==> config.mk <==
export PLATFORM = sky130hd
export DESIGN_NAME = pno_tracker
export DESIGN_NICKNAME = d
export VERILOG_FILES = /design/src/rtl/pno_pkg.sv /design/src/rtl/pno_ticker.sv /design/src/rtl/pno_freq_map.sv /design/src/rtl/pno_step.sv /design/src/rtl/pno_tracker.sv
export SDC_FILE = /design/constraint.sdc
export NUM_CORES = 1
export LEC_CHECK = 0
export BUFFER_PORTS_ARGS = -buffer_cell sky130_fd_sc_hd__buf_4
export CAP_MARGIN = 20
export CORE_MARGIN = 2
export CORE_UTILIZATION = 60
export DETAILED_ROUTE_END_ITERATION = 16
export PLACE_DENSITY_LB_ADDON = 0.12
export SETUP_SLACK_MARGIN = 0.4
export SYNTH_ARGS = -nofsm -noshare
export SYNTH_HDL_FRONTEND = slang
export SYNTH_SLANG_ARGS = --single-unit
export TNS_END_PERCENT = 5
==> constraint.sdc <==
create_clock -name clk -period 9.1 [get_ports clk]
set_input_delay 1.365 -clock clk [delete_from_list [all_inputs] [get_ports clk]]
set_output_delay 1.365 -clock clk [all_outputs]
set_load 0.02 [all_outputs]
==> src/rtl/pno_pkg.sv <==
package pno_pkg;
    typedef enum logic [1:0] {
        S_IDLE    = 2'd0,
        S_MULT    = 2'd1,
        S_DECIDE  = 2'd2,
        S_PUBLISH = 2'd3
    } pno_state_e;
endpackage

==> src/rtl/pno_ticker.sv <==
module pno_ticker #(
    parameter int DIV = 10_000_000
) (
    input  logic clk,
    input  logic rst_n,
    output logic tick
);
    localparam int CW = (DIV > 2) ? $clog2(DIV) : 1;
    localparam logic [CW-1:0] LAST = CW'(DIV - 1);

    logic [CW-1:0] cnt;

    always_ff @(posedge clk) begin
        if (!rst_n) begin
            cnt  <= '0;
            tick <= 1'b0;
        end else begin
            tick <= (cnt == LAST);
            cnt  <= (cnt == LAST) ? '0 : cnt + 1'b1;
        end
    end
endmodule

==> src/rtl/pno_freq_map.sv <==
module pno_freq_map #(
    parameter int IW     = 12,
    parameter int GSH    = 2,
    parameter int OFFSET = 1000,
    localparam int FW    = IW + GSH + 1
) (
    input  logic [IW-1:0] i_val,
    output logic [FW-1:0] f_val,
    input  logic [FW-1:0] f_in,
    output logic [IW-1:0] i_est
);
    localparam logic [FW-1:0] OFF_W = FW'(OFFSET);
    localparam logic [FW-1:0] I_TOP = FW'((1 << IW) - 1);

    logic [FW-1:0] diff;
    logic [FW-1:0] shifted;

    always_comb begin
        f_val   = (FW'(i_val) << GSH) + OFF_W;
        diff    = (f_in >= OFF_W) ? (f_in - OFF_W) : '0;
        shifted = diff >> GSH;
        i_est   = (shifted > I_TOP) ? I_TOP[IW-1:0] : shifted[IW-1:0];
    end
endmodule

==> src/rtl/pno_step.sv <==
module pno_step #(
    parameter int IW   = 12,
    parameter int STEP = 1
) (
    input  logic [IW-1:0] i_cur,
    input  logic          go_up,
    input  logic [IW-1:0] i_lo,
    input  logic [IW-1:0] i_hi,
    output logic [IW-1:0] i_next
);
    localparam logic [IW:0] STEP_W = (IW+1)'(STEP);
    localparam logic [IW:0] TOP_W  = (IW+1)'((1 << IW) - 1);

    logic [IW:0] raw;

    always_comb begin
        if (go_up)
            raw = ({1'b0, i_cur} + STEP_W > TOP_W) ? TOP_W : {1'b0, i_cur} + STEP_W;
        else
            raw = ({1'b0, i_cur} < STEP_W) ? '0 : {1'b0, i_cur} - STEP_W;
        if (raw > {1'b0, i_hi})
            i_next = i_hi;
        else if (raw < {1'b0, i_lo})
            i_next = i_lo;
        else
            i_next = raw[IW-1:0];
    end
endmodule

==> src/rtl/pno_tracker.sv <==
module pno_tracker #(
    parameter int VW     = 12,
    parameter int IW     = 12,
    parameter int STEP   = 1,
    parameter int GSH    = 2,
    parameter int OFFSET = 1000,
    parameter int DIV    = 10_000_000,
    localparam int FW    = IW + GSH + 1,
    localparam int PW    = VW + IW
) (
    input  logic          clk,
    input  logic          rst_n,
    input  logic          volt_only,
    input  logic [VW-1:0] volt_in,
    input  logic [IW-1:0] cur_in,
    input  logic [IW-1:0] i_floor,
    input  logic [IW-1:0] i_ceil,
    output logic [FW-1:0] freq_out,
    output logic          freq_vld,
    output logic [IW-1:0] i_set
);
    import pno_pkg::*;

    localparam logic [IW:0] STEP_W = (IW+1)'(STEP);

    pno_state_e    state, state_nx;
    logic          tick;
    logic [VW-1:0] v_q;
    logic [IW-1:0] c_q;
    logic [PW-1:0] p_now, p_prev;
    logic signed [PW:0] err;
    logic          dither;
    logic          go_up;
    logic [IW-1:0] i_next, i_est;
    logic [FW-1:0] f_new;

    pno_ticker #(.DIV(DIV)) u_tick (.clk(clk), .rst_n(rst_n), .tick(tick));

    pno_freq_map #(.IW(IW), .GSH(GSH), .OFFSET(OFFSET)) u_map (
        .i_val(i_set), .f_val(f_new), .f_in(freq_out), .i_est(i_est)
    );

    pno_step #(.IW(IW), .STEP(STEP)) u_step (
        .i_cur(i_set), .go_up(go_up), .i_lo(i_floor), .i_hi(i_ceil), .i_next(i_next)
    );

    // signed error; only its sign matters
    always_comb begin
        err   = $signed({1'b0, p_now}) - $signed({1'b0, p_prev});
        go_up = (p_now == '0) ? ~dither : (err > 0);
    end

    always_comb begin
        state_nx = state;
        unique case (state)
            S_IDLE:    if (tick) state_nx = S_MULT;
            S_MULT:    state_nx = S_DECIDE;
            S_DECIDE:  state_nx = S_PUBLISH;
            S_PUBLISH: state_nx = S_IDLE;
        endcase
    end

    always_ff @(posedge clk) begin
        if (!rst_n) state <= S_IDLE;
        else        state <= state_nx;
    end

    always_ff @(posedge clk) begin
        if (!rst_n) begin
            v_q      <= '0;
            c_q      <= '0;
            p_now    <= '0;
            p_prev   <= '0;
            dither   <= 1'b0;
            i_set    <= i_floor;
            freq_out <= (FW'(i_floor) << GSH) + FW'(OFFSET);
            freq_vld <= 1'b0;
        end else begin
            freq_vld <= 1'b0;
            unique case (state)
                S_IDLE: if (tick) begin
                    v_q <= volt_in;
                    c_q <= volt_only ? i_est : cur_in;
                end
                S_MULT:   p_now <= PW'(v_q) * PW'(c_q);
                S_DECIDE: begin
                    i_set  <= i_next;
                    p_prev <= p_now;
                    dither <= ~dither;
                end
                S_PUBLISH: begin
                    freq_out <= f_new;
                    freq_vld <= 1'b1;
                end
            endcase
        end
    end

    // strobe lasts one cycle
    p_vld_pulse_r7: assert property (@(posedge clk) disable iff (!rst_n)
        freq_vld |=> !freq_vld);

    // frequency matches desired current whenever announced
    p_freq_map_r6: assert property (@(posedge clk) disable iff (!rst_n)
        freq_vld |-> freq_out == (FW'(i_set) << GSH) + FW'(OFFSET));

    // dither bit inverts on every decision
    p_dither_flip_r4: assert property (@(posedge clk) disable iff (!rst_n)
        (state == S_PUBLISH) |-> dither != $past(dither));

    // after a decision the current lies within the clamp range
    p_clamp_range_r5: assert property (@(posedge clk) disable iff (!rst_n)
        (state == S_PUBLISH && $stable(i_floor) && $stable(i_ceil) && i_floor <= i_ceil)
        |-> (i_set >= i_floor && i_set <= i_ceil));

    // from an in-range value the move is at most one step
    p_step_size_r2: assert property (@(posedge clk) disable iff (!rst_n)
        (state == S_PUBLISH && $stable(i_floor) && $stable(i_ceil)
         && $past(i_set) >= i_floor && $past(i_set) <= i_ceil)
        |-> ({1'b0, i_set} <= {1'b0, $past(i_set)} + STEP_W
             && {1'b0, i_set} + STEP_W >= {1'b0, $past(i_set)}));

    // desired current holds between decisions
    p_hold_idle_r5: assert property (@(posedge clk) disable iff (!rst_n)
        (state == S_IDLE) |=> $stable(i_set));
endmodule

* Word level (Yosys, flattened, before mapping) *
Index checks and enable logic that the tools add are counted.

word-level totals
  flip-flop bits (word level) = 128
  input bits = 51
  output and inout port bits = 28
  word-level logic and storage cells = 55

cells by class
  add/subtract/negate cells = 7
  multipliers = 1
  $lt $le $gt $ge = 7
  eq/ne operators = 7
  mux-type cells = 16
  bitwise gates (word level) = 2
  reductions and logical operators = 4

operators with widths
  kind                                                                                    count
  12-bit 2-to-1 mux                                                                       6
  15-bit 2-to-1 mux                                                                       3
  13-bit 2-to-1 mux                                                                       3
  14-bit by 10-bit adder with 15-bit output (second input constant)                       2
  13-bit by 12-bit > comparator with 1-bit output (second input constant)                 2
  25-bit by 1-bit > comparator with 1-bit output (second input constant)                  1
  24-bit by 24-bit subtractor with 25-bit output                                          1
  24-bit by 1-bit adder with 24-bit output (second input constant)                        1
  24-bit equality test (second input constant)                                            1
  24-bit zero test                                                                        1
  12-bit by 12-bit multiplier with 24-bit output                                          1
  15-bit by 10-bit greater-or-equal comparator with 1-bit output (second input constant)  1
  15-bit by 10-bit subtractor with 15-bit output (second input constant)                  1
  12-bit by 1-bit adder with 13-bit output (second input constant)                        1
  13-bit by 12-bit > comparator with 1-bit output                                         1
  13-bit by 12-bit < comparator with 1-bit output                                         1
  12-bit by 1-bit subtractor with 13-bit output (second input constant)                   1
  12-bit by 1-bit < comparator with 1-bit output (second input constant)                  1
  2-bit case mux with 4 select lines                                                      1
  2-bit by 1-bit inequality test with 1-bit output (second input constant)                3
  2-bit equality test (second input constant)                                             2
  2-bit by 1-bit equality test with 1-bit output (second input constant)                  1
  2-bit zero test                                                                         1
  1-bit 2-to-1 mux                                                                        2
  4 further kinds                                                                         5

* Longest topological paths before layout *
Gate-level depths: netlist of run 1.

  depth in word-level cells = 9
  mapped depth = 27
  depth with buffers taken out = 25

* Cells and area by module *
A second synthesis of run 1 with hierarchy kept.

unflattened totals
  cell total of the unflattened synthesis = 1644
  area total of the unflattened synthesis = 13917.1 um^2

by module, submodules not included
  module        instances  cells an instance  area each (um^2)  sequential area each (um^2)
  pno_tracker   1          1187               10622.7           2332.2
  pno_step      1          251                1616.6            0.0
  pno_ticker    1          131                1143.6            500.5
  pno_freq_map  1          75                 534.3             0.0

* Least setup slack after synthesis of run 1 *
OpenSTA, ideal clock, no wires.

  path kind = register to register
  start point = reg p_now[0]
  end point = reg i_set[10], data pin
  arrival time = 5.363 ns
  slack = 3.476 ns
  stages on the path, launching flop included = 27
  buffers on the path = 1
  cell sequence = dfxtp_1 -> inv_1 -> ha_1 -> fa_1 -> nand2b_1 -> a21o_1 -> a211oi_4 -> o221ai_2 -> o21ai_0 -> o21ai_1 -> or4_1 -> o21ai_1 -> buf_4 -> o21ai_0 -> o21a_1 -> ha_1 -> nor2b_1 -> o21a_1 -> o21a_1 -> o21a_1 -> o21ai_0 -> a211oi_1 -> o31a_1 -> o21bai_1 -> nand2_1 -> a31o_2 -> a221o_1

between the ends
  longest elaborated chain between the ends = 9
  elaborated cells between the ends (all ways) = 11

RTL lines
  what                                             RTL line           source
  start, declared                                  pno_tracker.sv:30  logic [PW-1:0] p_now, p_prev;
  start signal, assigned                           pno_tracker.sv:85  S_MULT: p_now <= PW'(v_q) * PW'(c_q);
  24-bit by 24-bit subtractor with 25-bit output   pno_tracker.sv:49  err = $signed({1'b0, p_now}) - $signed({1'b0, p_prev});
  25-bit by 1-bit > comparator with 1-bit output   pno_tracker.sv:50  go_up = (p_now == '0) ? ~dither : (err > 0);
  1-bit 2-to-1 mux (*)                             pno_tracker.sv:50
  13-bit 2-to-1 mux (*)                            pno_step.sv:17     if (go_up)
  13-bit by 12-bit < comparator with 1-bit output  pno_step.sv:23     else if (raw < {1'b0, i_lo})
  12-bit 2-to-1 mux                                pno_step.sv:23
  12-bit 2-to-1 mux (*)                            pno_step.sv:21     if (raw > {1'b0, i_hi})
  12-bit 2-to-1 mux (*)                            pno_tracker.sv:80  unique case (state)
  12-bit 2-to-1 mux (*)                            pno_tracker.sv:69  if (!rst_n) begin
  end signal, assigned                             pno_tracker.sv:75  i_set <= i_floor;
  end signal, assigned                             pno_tracker.sv:87  i_set <= i_next;
  end, declared                                    pno_tracker.sv:20  output logic [IW-1:0] i_set

Mark *: on every way between the ends. The rest lies on a longest branch, timed or not. The select of a mux whose other input is x is not followed.
A chain may end at the register's enable or synchronous reset.

* Final worst setup path of run 1 *
Ends and elaborated chain as after synthesis.

==> flow_metrics.env, run 1 <==
export IMPL_status="finished clean"
export IMPL_clk_latency_ps=430
export IMPL_tns_ps=0
export IMPL_fin_total_pwr_mw=2.12
export IMPL_antenna_found_initial=0
export IMPL_pre_cts_slack_ps=2210
export IMPL_cpLargestDelayFamily="compound AO/OA/AOI/OAI gates"
export IMPL_wl_per_cell_um=17.3
export IMPL_peakVddDrop_v=0.000122
export IMPL_gr_usage_met1=0.411
export IMPL_crit_top_cell="o21a_1"
export IMPL_endpoint_kind="flop"
export IMPL_placed_area_mm2=0.0140
export IMPL_grt_setup_unrepaired="false"
export IMPL_finalCritPeriodShare=0.772
export IMPL_synthToLayoutAreaGrowth_pct=9.52
export IMPL_drt_iter0_markers=867
export IMPL_drc_errors=0
export IMPL_clock_sinks=126
export IMPL_worstMarginPinSlew_ps=965
export IMPL_use_met2=0.476
export IMPL_yosysTopAreaCell="dfxtp_1"
export IMPL_critPathLaunchType="flop"
export IMPL_cts_root_buf="clkbuf_16"
export IMPL_overflow=0
export IMPL_synthTopCellsByArea="dfxtp_1, fa_1, ha_1, edfxtp_1, nand2_1"
export IMPL_holdBufCountCts=0
export IMPL_relSlewSlack=0.353
export IMPL_power_density_mw_per_mm2=144
export IMPL_vias=11700
export IMPL_synth_edff_count=25
export IMPL_final_max_slew_viol_count=0
export IMPL_drive_above_1_share=0.0870
export IMPL_yosysUniqueCellTypes=91
export IMPL_io_buffers=76
export IMPL_pin_count=79
export IMPL_cp_buffers_inverters=1
export IMPL_ys_warnings_count=0
export IMPL_slowest_delay_ps=770
export IMPL_clockPowerShare=0.337
export IMPL_core_mm2=0.0219
export IMPL_num_nets_final=1926
export IMPL_cap_viol_max_count=0
export IMPL_chipHeight_um=154
export IMPL_grt_use_met3=0.0400
export IMPL_switching_power_uw=781
export IMPL_netSwitchingFraction=0.368
export IMPL_finalWeightedCongestion=0.985
export IMPL_grt_pass1_wl_um=56700
export IMPL_p_comb_frac=0.347
export IMPL_yosysTopAreaCellShare=0.151
export IMPL_cts_repair_resize_count=0
export IMPL_h_tree_depth=4
export IMPL_pwr_share_seq=0.316
export IMPL_synthesis_instances=1631
export IMPL_worstPathArrival_ps=7210
export IMPL_stdcell_area_mm2=0.0147
export IMPL_initial_utilization=0.613
export IMPL_clk_pin_slew_ps=70
export IMPL_dieArea_mm2=0.0236
export IMPL_setup_ws_ps=2070
export IMPL_max_freq_ghz=0.142
export IMPL_critPathMaxFanout=14
export IMPL_dpl_hpwl_um=26000
export IMPL_numCtsBuffers=17
export IMPL_ys_flop_type="dfxtp_1"
export IMPL_finalSetupViolCount=0
export IMPL_slowest_stage="o21ai_1"
export IMPL_p_leak_nw=6.79
export IMPL_p_int_mw=1.34
export IMPL_first_pass_iters=5
export IMPL_postCtsSetupBuffers=0
export IMPL_die_width_um=154
export IMPL_grt_max_degree=68
export IMPL_min_delay_path_class="reg -> reg"
export IMPL_cts_tree="built"
export IMPL_routed_via_density=5.99
export IMPL_synth_seq_cells=126
export IMPL_rows=54
export IMPL_syn_area_per_cell_um2=8.22
export IMPL_drt_wl_total_um=33800
export IMPL_diodes=0
export IMPL_grt_pass1_vias=11400
export IMPL_clock_skew_ps=15.8
export IMPL_synth_seq_area_share=0.207
export IMPL_period_needed_ps=7030
export IMPL_path_class="reg -> reg"
export IMPL_synthArstFlopShare=0
export IMPL_synth_area_mm2=0.0134
export IMPL_finalHoldViolations=0
export IMPL_crit_required_ps=9280
export IMPL_busiest_layer="met2"
export IMPL_grt_use_total=0.292
export IMPL_drtAntennaViolNets=0
export IMPL_clockBufferDepth=2
worst paths after layout:
check / slack, ps / endpoint / from / cells past startpoint
max: 2070 / i_set[10] / p_now[0] / 25
min: 450 / u_tick.cnt[0] / u_tick.cnt[0] / 1
max reg2reg: 2070 / i_set[10] / p_now[0] / 25
min reg2reg: 450 / u_tick.cnt[0] / u_tick.cnt[0] / 1
kinds of logic (layout without fill, tap and decap cells):
family	Yosys count	in the layout	synth area share
AND/OR/NAND/NOR	612	612	0.218
other	1	2	0.000280
buffers and inverters	265	300	0.0770
adder cells (fa/ha/maj)	221	221	0.263
flip-flops	126	126	0.207
multiplexers	63	63	0.0480
XOR/XNOR	64	64	0.0418
AO/OA/AOI/OAI	279	279	0.146
metrics by stage:
| stage | hold slack [ps] | std cells | utilization |
|---|---|---|---|
| after floorplan | 426 | 1632 | - |
| after global placement | 442 | 1914 | 0.641 |
| after detailed placement | 447 | 1914 | 0.641 |
| after CTS | 461 | 1946 | 0.670 |
| after global routing | 491 | 1947 | 0.671 |
| final | 452 | 1947 | 0.671 |
Yosys cell counts, types with 10 or more instances:
cell type / n
and2_1: 50
nor2b_1: 10
or3_1: 17
fa_1: 101
nand2b_1: 13
xor2_1: 32
nor4_1: 12
mux2i_1: 61
o211ai_1: 14
o21ai_0: 44
a211oi_1: 27
a31oi_1: 11
buf_1: 11
and3_1: 24
ha_1: 120
a21oi_1: 77
nor2_1: 154
o21a_1: 13
nand4_1: 16
xnor2_1: 32
nand2_1: 198
dfxtp_1: 101
inv_1: 186
nor3_1: 35
nand3_1: 45
clkbuf_1: 53
a21o_1: 11
edfxtp_1: 25
state kept, by name (all words and copies together) (netlist names):
| register | cells |
|---|---|
| p_now | 24 |
| u_tick.cnt | 24 |
| state | 2 |
| freq_vld | 1 |
| v_q | 12 |
| i_set | 12 |
| dither | 1 |
| p_prev | 24 |
| u_tick.tick | 1 |
| c_q | 12 |
| freq_out | 13 |
layout by cell type (no fill, tap or decap), types with 7 or more instances in the layout:
cell type / synthesis / layout
xnor2_1: 32 / 32
a31oi_1: 11 / 11
ha_1: 120 / 120
nor2b_1: 10 / 10
or3_1: 17 / 17
buf_4: 3 / 80
and2_1: 50 / 50
and3_1: 24 / 24
o21a_1: 13 / 13
o221ai_1: 9 / 9
nor4_1: 12 / 12
clkbuf_16: 0 / 21
nand2b_1: 13 / 13
mux2i_1: 61 / 61
nand4_1: 16 / 16
a21oi_1: 77 / 77
o21ai_0: 44 / 44
fa_1: 101 / 101
a211oi_1: 27 / 27
inv_1: 186 / 185
nor2_1: 154 / 154
o21ai_1: 7 / 7
dfxtp_1: 101 / 101
xor2_1: 32 / 32
nand3_1: 45 / 45
o211ai_1: 14 / 14
nor3_1: 35 / 35
edfxtp_1: 25 / 25
a21o_1: 11 / 11
nand2_1: 198 / 198
cell type report:
class,count,area [um^2]
multi-input combinational,1241,9610
inverter,187,702
tap,280,350
sequential,126,2770
clock buffer,22,539
fill,1836,7200
clock inverter,10,86.3
timing repair buffer,81,628
per-layer routing:
layer  routed length [um]  vias to the layer above  share of wire
met5                    0                        -              0
met4                  624                        0          0.018
met1                15400                     5571           0.46
li1                     -                     5600              -
met3                 2080                       55          0.061
met2                15600                      440           0.46
power groups by stage:
stage	combinational (mW)	sequential, mW	clock [mW]
after floorplan	0.535	0.669	0
after detailed placement	0.724	0.678	0
after CTS	0.728	0.667	0.726
final	0.737	0.670	0.715
after global placement	0.717	0.678	0
after global routing	0.808	0.674	0.748
Note: power is estimated with default switching activity, not from simulation.
==> run 2: changes to the inputs <==
Clock period 9.1 ns to 7.15 ns, I/O delays scaled along.
==> flow_metrics.env, run 2 (synthesis results as in run 1) <==
export IMPL_crit_path_cell_trace="inv_1 -> ha_1 -> fa_1 -> nand2b_1 -> a21o_1 -> a211oi_4 -> o221ai_2 -> o21ai_0 -> o21ai_1 -> or4_1 -> o21a_2 -> mux2i_1 -> ha_1 -> a21o_1 -> a21o_1 -> a21oi_1 -> nor2b_1 -> o21ai_0 -> nand2b_1 -> a221oi_1 -> nand2_1 -> nor2_2 -> o221ai_1"
export IMPL_tns_ps=0
export IMPL_worstMarginPinSlew_ps=990
export IMPL_topRoutingLayerUsed="met4"
export IMPL_dieArea_mm2=0.0236
export IMPL_endpoint_kind="flop"
export IMPL_holdBufCountCts=0
export IMPL_drt_wl_total_um=33700
export IMPL_slowest_delay_ps=570
export IMPL_largest_registers="p_now x24, p_prev x24, u_tick.cnt x24"
export IMPL_peakVddDrop_v=0.000143
export IMPL_cap_viol_max_count=0
export IMPL_first_pass_iters=7
export IMPL_placed_area_mm2=0.0141
export IMPL_grt_pass1_wl_um=56100
export IMPL_clk_pin_slew_ps=60
export IMPL_finalWeightedCongestion=0.937
export IMPL_period_needed_ps=6350
export IMPL_clockBufferDepth=2
export IMPL_grt_setup_unrepaired="true"
export IMPL_p_leak_nw=6.81
export IMPL_drc_errors=0
export IMPL_die_width_um=154
export IMPL_io_buffers=76
export IMPL_path_class="reg -> reg"
export IMPL_finalCritPeriodShare=0.888
export IMPL_switching_power_uw=990
export IMPL_fillers=1910
export IMPL_routed_wl_met2_um=15700
export IMPL_clockPowerShare=0.330
export IMPL_pwr_share_seq=0.315
export IMPL_clk_latency_ps=430
export IMPL_wl_per_cell_um=17.3
export IMPL_cpLargestDelayFamily="compound AO/OA/AOI/OAI gates"
export IMPL_power_density_mw_per_mm2=183
export IMPL_drtAntennaViolNets=0
export IMPL_clock_skew_ps=20.9
export IMPL_postCtsSetupBuffers=0
export IMPL_pin_count=79
export IMPL_critPathLaunchType="flop"
export IMPL_max_freq_ghz=0.158
export IMPL_core_mm2=0.0219
export IMPL_p_comb_frac=0.354
export IMPL_vias=11700
export IMPL_critPathMaxFanout=13
export IMPL_drt_iter0_markers=962
export IMPL_reg2reg_depth=23
export IMPL_slowest_stage="a221oi_1"
export IMPL_drive_above_1_share=0.0910
export IMPL_cts_tree="built"
export IMPL_overflow=0
export IMPL_min_delay_path_class="reg -> reg"
export IMPL_wl_met3_um=1990
export IMPL_finalHoldViolations=0
export IMPL_hold_slack_ps=466
export IMPL_cp_buffers_inverters=1
export IMPL_finalSetupViolCount=0
export IMPL_initial_utilization=0.613
export IMPL_stdcell_area_mm2=0.0147
export IMPL_relSlewSlack=0.338
export IMPL_clock_sinks=126
export IMPL_final_common_cell="nand2_1"
export IMPL_final_max_slew_viol_count=0
export IMPL_grt_use_total=0.289
export IMPL_chipHeight_um=154
export IMPL_whs_path_depth=1
export IMPL_p_int_mw=1.70
export IMPL_num_nets_final=1929
export IMPL_grt_max_degree=74
export IMPL_status="finished clean"
export IMPL_final_cell_mix="nand2_1, inv_1, nor2_1"
export IMPL_h_tree_depth=4
export IMPL_synthToLayoutAreaGrowth_pct=9.55
export IMPL_rows=54
export IMPL_dpl_hpwl_um=26000
export IMPL_antenna_found_initial=0
export IMPL_crit_cells=23
export IMPL_wirelength_met1_um=15400
export IMPL_netSwitchingFraction=0.369
export IMPL_numCtsBuffers=17
export IMPL_routed_via_density=6.01
export IMPL_cts_root_buf="clkbuf_16"
export IMPL_crit_required_ps=7290
export IMPL_worstPathArrival_ps=6490
export IMPL_crit_top_cell="a21o_1"
export IMPL_diodes=0
export IMPL_grt_pass1_vias=11200
[run 2: cell count changes in the layout (fill, tap and decap cells not counted), sizes merged]
| cell | before | now |
|---|---|---|
| bufinv | 0 | 1 |
| inv | 191 | 192 |
| clkbuf | 22 | 20 |
| clkinv | 3 | 5 |
| clkinvlp | 3 | 2 |
| buf | 81 | 83 |
[run 2: routing by layer]
layer / up-vias / GRT usage
met3: 50 / 0.0409
li1: 5613 / -
met1: 5644 / 0.409
met5: - / 0
met2: 412 / 0.469
met4: 0 / 0.0738
[run 2: repair_timing]
action / 4_1_cts / 5_1_grt
endpoints found under the hold margin: 0 / 0
endpoints found under the setup margin: 0 / 12
resized for setup: 0 / 4
[run 2: power by group through the flow]
stage | Combinational (mW) | Clock [mW] | Sequential [mW]
after floorplan | 0.681 | 0 | 0.851
after global placement | 0.926 | 0 | 0.859
after detailed placement | 0.931 | 0 | 0.857
after CTS | 0.937 | 0.899 | 0.843
after global routing | 1.04 | 0.930 | 0.851
final | 0.951 | 0.888 | 0.847
[run 2: worst paths after layout]
path / slack [ps] / startpoint / endpoint
setup / recovery: 800 / p_now[0] / i_set[7]
hold reg to reg: 470 / u_tick.cnt[0] / u_tick.cnt[0]
hold / removal: 470 / u_tick.cnt[0] / u_tick.cnt[0]
setup reg to reg: 800 / p_now[0] / i_set[7]
[run 2: worst register-to-register path, cell delays in order (launching register included)]
cell and delay [ps]:
dfxtp_1 380, inv_1 60, ha_1 220, fa_1 400
nand2b_1 210, a21o_1 220, a211oi_4 340, o221ai_2 180
o21ai_0 180, o21ai_1 90, or4_1 510, o21a_2 350
mux2i_1 480, ha_1 360, a21o_1 160, a21o_1 170
a21oi_1 140, nor2b_1 60, o21ai_0 150, nand2b_1 90
a221oi_1 570, nand2_1 270, nor2_2 310, o221ai_1 160
[run 2: area by class of cell]
cell class	count	area, um^2	area share
Timing Repair Buffer	84	648	0.0441
Tap cell	280	350	0.0238
Clock inverter	13	123	0.00834
Sequential cell	126	2770	0.189
Multi-Input combinational cell	1241	9620	0.655
Clock buffer	19	475	0.0324
Inverter	187	702	0.0478
[run 2: metrics by stage]
step | power [mW] | util | cells | setup WS [ps]
4_1_cts | 2.68 | 0.670 | 1949 | 571
3_3_place_gp | 1.79 | 0.642 | 1917 | 689
3_5_place_dp | 1.79 | 0.642 | 1917 | 607
5_1_grt | 2.82 | 0.671 | 1950 | 355
6_report | 2.69 | 0.671 | 1950 | 804
2_1_floorplan | 1.53 | - | 1632 | 1530
